## config.mk

```make
export PLATFORM = sky130hd
export DESIGN_NAME = tmr_io_hub
export DESIGN_NICKNAME = d
export VERILOG_FILES = /design/src/rtl/tmr_io_hub.sv
export SDC_FILE = /design/constraint.sdc
export NUM_CORES = 1
export LEC_CHECK = 0
export CORE_MARGIN = 1.5
export CORE_UTILIZATION = 35
export DETAILED_ROUTE_END_ITERATION = 6
export DONT_BUFFER_PORTS = 1
export MAX_ROUTING_LAYER = met4
export SLEW_MARGIN = 20
export SYNTH_ARGS = -nofsm -noshare
export SYNTH_HDL_FRONTEND = slang
export SYNTH_SLANG_ARGS = --single-unit
export TNS_END_PERCENT = 5
```

## constraint.sdc

```tcl
create_clock -name clk -period 3.65 [get_ports clk]
set_input_delay 0.1825 -clock clk [delete_from_list [all_inputs] [get_ports clk]]
set_output_delay 0.1825 -clock clk [all_outputs]
set_load 0.02 [all_outputs]
```

## src/rtl/tmr_io_hub.sv

```systemverilog
module tmr_io_hub #(
  parameter int unsigned SYS_HZ = 100_000_000,
  parameter int unsigned OSC_HZ = 1_193_182
) (
  input  logic        clk,
  input  logic        rst_n,
  input  logic        bus_req,
  input  logic        bus_wr,
  input  logic        bus_spk,
  input  logic [1:0]  bus_off,
  input  logic [2:0]  bus_size,
  input  logic [7:0]  bus_wdata,
  output logic [7:0]  bus_rdata,
  output logic        bus_rvalid,
  output logic        bus_err,
  output logic [7:0]  ch_wdata,
  output logic [2:0]  ch_data_wr,
  output logic [2:0]  ch_data_rd,
  output logic [2:0]  ch_cmd_wr,
  input  logic [23:0] ch_rdata,
  input  logic        ch_out2,
  output logic        ch_gate2,
  input  logic        ch0_evt,
  output logic        tmr_tick,
  output logic        irq0
);
  localparam int PW = $clog2(SYS_HZ + OSC_HZ) + 1;
  localparam logic [PW-1:0] SYS_W = PW'(SYS_HZ);
  localparam logic [PW-1:0] OSC_W = PW'(OSC_HZ);

  logic [7:0]    spkr;
  logic [7:0]    rd_byte;
  logic [PW-1:0] phase;
  logic [PW-1:0] phase_sum;

  wire ok       = bus_req && (bus_size == 3'd1);
  wire on_port  = ok && !bus_spk;
  wire is_cmd   = bus_off == 2'd3;
  wire dat      = on_port && !is_cmd;
  wire cmd      = on_port && is_cmd && bus_wr;
  wire bad      = (bus_req && bus_size != 3'd1) || (on_port && is_cmd && !bus_wr);
  wire rd_go    = ok && !bus_wr && (bus_spk || !is_cmd);
  wire spk_wr   = ok && bus_spk && bus_wr;

  assign ch_wdata = bus_wdata;
  assign ch_gate2 = spkr[0];

  for (genvar i = 0; i < 3; i++) begin : g_ch
    assign ch_data_wr[i] = dat && bus_wr && (bus_off == 2'(i));
    assign ch_data_rd[i] = dat && !bus_wr && (bus_off == 2'(i));
    assign ch_cmd_wr[i]  = cmd && (bus_wdata[7:6] == 2'(i));
  end

  always_comb begin
    if (bus_spk) rd_byte = spkr | {2'b00, spkr[0] & ch_out2, 5'b00000};
    else begin
      case (bus_off)
        2'd0:    rd_byte = ch_rdata[7:0];
        2'd1:    rd_byte = ch_rdata[15:8];
        default: rd_byte = ch_rdata[23:16];
      endcase
    end
  end

  always_ff @(posedge clk) begin
    if (!rst_n) begin
      spkr       <= '0;
      bus_rdata  <= '0;
      bus_rvalid <= 1'b0;
      bus_err    <= 1'b0;
      irq0       <= 1'b0;
    end else begin
      if (spk_wr) spkr <= bus_wdata & 8'hDF;
      if (rd_go) bus_rdata <= rd_byte;
      bus_rvalid <= rd_go;
      bus_err    <= bad;
      irq0       <= ch0_evt;
    end
  end

  assign phase_sum = phase + OSC_W;

  always_ff @(posedge clk) begin
    if (!rst_n) begin
      phase    <= '0;
      tmr_tick <= 1'b0;
    end else if (phase_sum >= SYS_W) begin
      phase    <= phase_sum - SYS_W;
      tmr_tick <= 1'b1;
    end else begin
      phase    <= phase_sum;
      tmr_tick <= 1'b0;
    end
  end

  AST_ONE_STROBE: assert property (@(posedge clk) disable iff (!rst_n)
    $onehot0({ch_data_wr, ch_data_rd, ch_cmd_wr}));
  AST_RD_HOLD: assert property (@(posedge clk) disable iff (!rst_n)
    !bus_rvalid |-> bus_rdata == $past(bus_rdata));
  AST_ERR_EXCL: assert property (@(posedge clk) disable iff (!rst_n)
    bus_err |-> !bus_rvalid);
  AST_BAD_SIZE: assert property (@(posedge clk) disable iff (!rst_n)
    (bus_req && bus_size != 3'd1) |=> bus_err && $stable(ch_gate2));
  AST_IRQ_FOLLOW: assert property (@(posedge clk) disable iff (!rst_n)
    ch0_evt |=> irq0);
  AST_PHASE_RANGE: assert property (@(posedge clk) disable iff (!rst_n)
    phase < SYS_W);
endmodule

```

==> reports/summary.txt <==
status: finished clean
final setup skew: 0.00691 ns
HP Start: rst_n
Netlist cell types: 70
Die W: 103 um
Final period util: 93.0%
R2R depth: 11
Worst Path Max Fanout: 11
CORE AREA: 0.00968 mm^2
most numerous cell in the Yosys netlist: nor2_1
reg2reg setup slack: 0.25 ns
Seq/Total Area, Yosys: 26.5%
vias per cell: 5.56
Max VDD drop: 223 uV
Critical Path Start Type: flop
placed cell count: 545
Seq cells post-synth: 46
CP arrival: 3.59 ns
Mapped Cells: 439
R2R Path End: phase[9]
FMAX: 294 MHz
RSZ-0062 raised after global routing: no
gr usage total: 16.8%
slew at the pin closest to its max-slew limit: 0.985 ns
CP required: 3.85 ns
most common flop cell mapped by yosys: dfxtp_1
remaining antenna violation count: 0
clk_lat worst skew: 0.29 ns
vias: 3082
PwrDens: 472 mW/mm^2
Synth top area share: 26.5%
Tmin final: 3.40 ns
share of synthesized flip-flops with an asynchronous set or reset: 0%
Min-Delay Path Class: input pin to flop
Die H: 103 um
clk slew on worst S/H paths: 0.09 ns
Diodes inserted: 0
area grow syn2layout: 4.36%
die area: 0.0105 mm^2
worst-case clock buffer depth: 2
max-slew violations: 0
final hold violations: 0
cell taking the most area after synthesis: dfxtp_1
GRT Residual Overflow: 0
Multi-input gate area: 0.00234 mm^2
commonest cells in the netlist: 47 x nor2_1, 46 x dfxtp_1, 42 x nand2_1
largest net degree at the start of global routing: 32
RePlAce Congestion: 0.867
row count: 36
kind of critical path: flop to flop
main area contributors after synthesis: dfxtp_1 27%, mux2i_1 8.9%, nor2_1 5.1%, nand2_1 4.5%, a21oi_1 4.3%
Nets: 468
number of global-route vias before repair: 2904
setup_tns: 0 ns
setup violators final: 0
Max H-tree Level: 2
Mapped Nets: 486
CTS Sinks: 46
I/O pins: 74
first-pass GRT wire length: 13.9 mm
initial antenna violation count: 0
CP Capture Point: phase[9]
Wirelength per Cell: 15.3 um
Critical Path End Type: flop
FF/Latch Area: 921 um^2
synth warn: 0
dpl hpwl: 6.46 mm
CTS tree: built
DR pass1 iterations: 5
Mapped Area: 0.00347 mm^2
Starting Density: 35.9%
Finished Layout Cells: 554
max_slew headroom: 33.4%
Port Buffers: 0
Leak: 1.26 nW
Post-route DRC: 0
CTS Buf Count: 5
Worst R2R Start: phase[2]
Initial DRC Count: 176
Root Buffer: clkbuf_8
max cap viols: 0
number of synthesized flops with an enable pin: 0
final wirelength: 8.46 mm
Worst Setup SP: phase[2]
syn avg cell area: 7.91 um^2
fillers: 1006
share of cells above drive strength 1: 11.2%
[logic make-up after synthesis]
group / count (synthesis) / share of synthesized area [%]
xor+xnor: 20 / 5.04
flops: 46 / 26.5
mux: 33 / 9.58
buf+inv: 44 / 6.41
simple gates: 183 / 27.0
fa+ha+maj: 3 / 1.08
compound gates: 110 / 24.4
[state kept, by name, indices dropped and copies added, names as in the netlist]
name        count
phase          27
bus_rdata       8
spkr            7
bus_err         1
bus_rvalid      1
irq0            1
tmr_tick        1
[worst min-delay path by stage]
stage | end | slack, ns | cells past startpoint
2_1_floorplan | irq0 | 0.31 | 1
3_3_place_gp | bus_rvalid | 0.31 | 1
3_5_place_dp | bus_rvalid | 0.31 | 1
4_1_cts | phase[26] | 0.01 | 2
5_1_grt | phase[26] | 0.006 | 2
6_report | phase[23] | 0.02 | 2
[cells in the final DEF (no fill, tap or decap), drive strengths merged, types with 8 or more instances in the layout]
cell | synthesis | routed
nor2 | 47 | 47
dfxtp | 46 | 46
nand2 | 42 | 42
mux2i | 31 | 31
a21oi | 31 | 31
o21ai | 18 | 18
nor3 | 16 | 16
o211ai | 15 | 15
xnor2 | 13 | 13
nand3 | 12 | 12
inv | 9 | 9
buf | 20 | 9
nand2b | 8 | 8
or2 | 8 | 8
[layer usage]
layer  GRT usage, %  routed length, um  vias to the layer above  part of all wire, %
met5              -                  0                        -                    0
li1               -                  -                     1556                    -
met3           2.78                353                       13                  4.2
met2           27.7               4090                       67                   48
met4           2.85                 85                        0                  1.0
met1           21.9               3930                     1446                   46
[area by class of cell]
type | instances | share of cell area [%]
clock buffers | 5 | 1.90
clock inverters | 2 | 0.414
inverters | 9 | 0.932
multi-input cells | 349 | 64.6
flip-flops and latches | 46 | 25.4
well taps | 133 | 4.59
repair buffers | 10 | 2.14
[critical path: stages, from the launching register on]
cell and delay, ns:
dfxtp_1 0.38, inv_1 0.11, ha_1 0.24, or3b_4 0.45, a2111oi_0 0.60, nor3_1 0.25
o211ai_4 0.19, a2111oi_2 0.07, o2111ai_2 0.41, buf_4 0.26, a21boi_1 0.08, a311oi_1 0.26
[timing repair]
| action | in CTS | in global routing |
|---|---|---|
| hold buffers | 1 | 0 |
| hold endpoints to repair | 1 | 0 |
| buffers inserted | 0 | 1 |
| setup endpoints to repair | 0 | 5 |
| resized for setup | 0 | 2 |
[through the flow]
step | power [mW] | area, um^2 | setup WS [ns] | hold slack, ns | util, %
final | 1.71 | 3630 | 0.254 | 0.0191 | 37.4
after global routing | 1.84 | 3630 | 0.0124 | 0.00577 | 37.4
after detailed placement | 1.39 | 3510 | 0.225 | 0.312 | 36.3
after global placement | 1.38 | 3510 | 0.374 | 0.309 | 36.3
after floorplan | 1.26 | 3470 | 0.652 | 0.310 | -
after CTS | 1.70 | 3610 | 0.204 | 0.00957 | 37.2
[where the power goes]
part / total [mW] / internal [mW] / switching [mW]
combinational: 0.700 / 0.304 / 0.395
clock: 0.307 / 0.131 / 0.176
sequential: 0.706 / 0.564 / 0.142
Note: power is estimated with default switching activity, not from simulation.
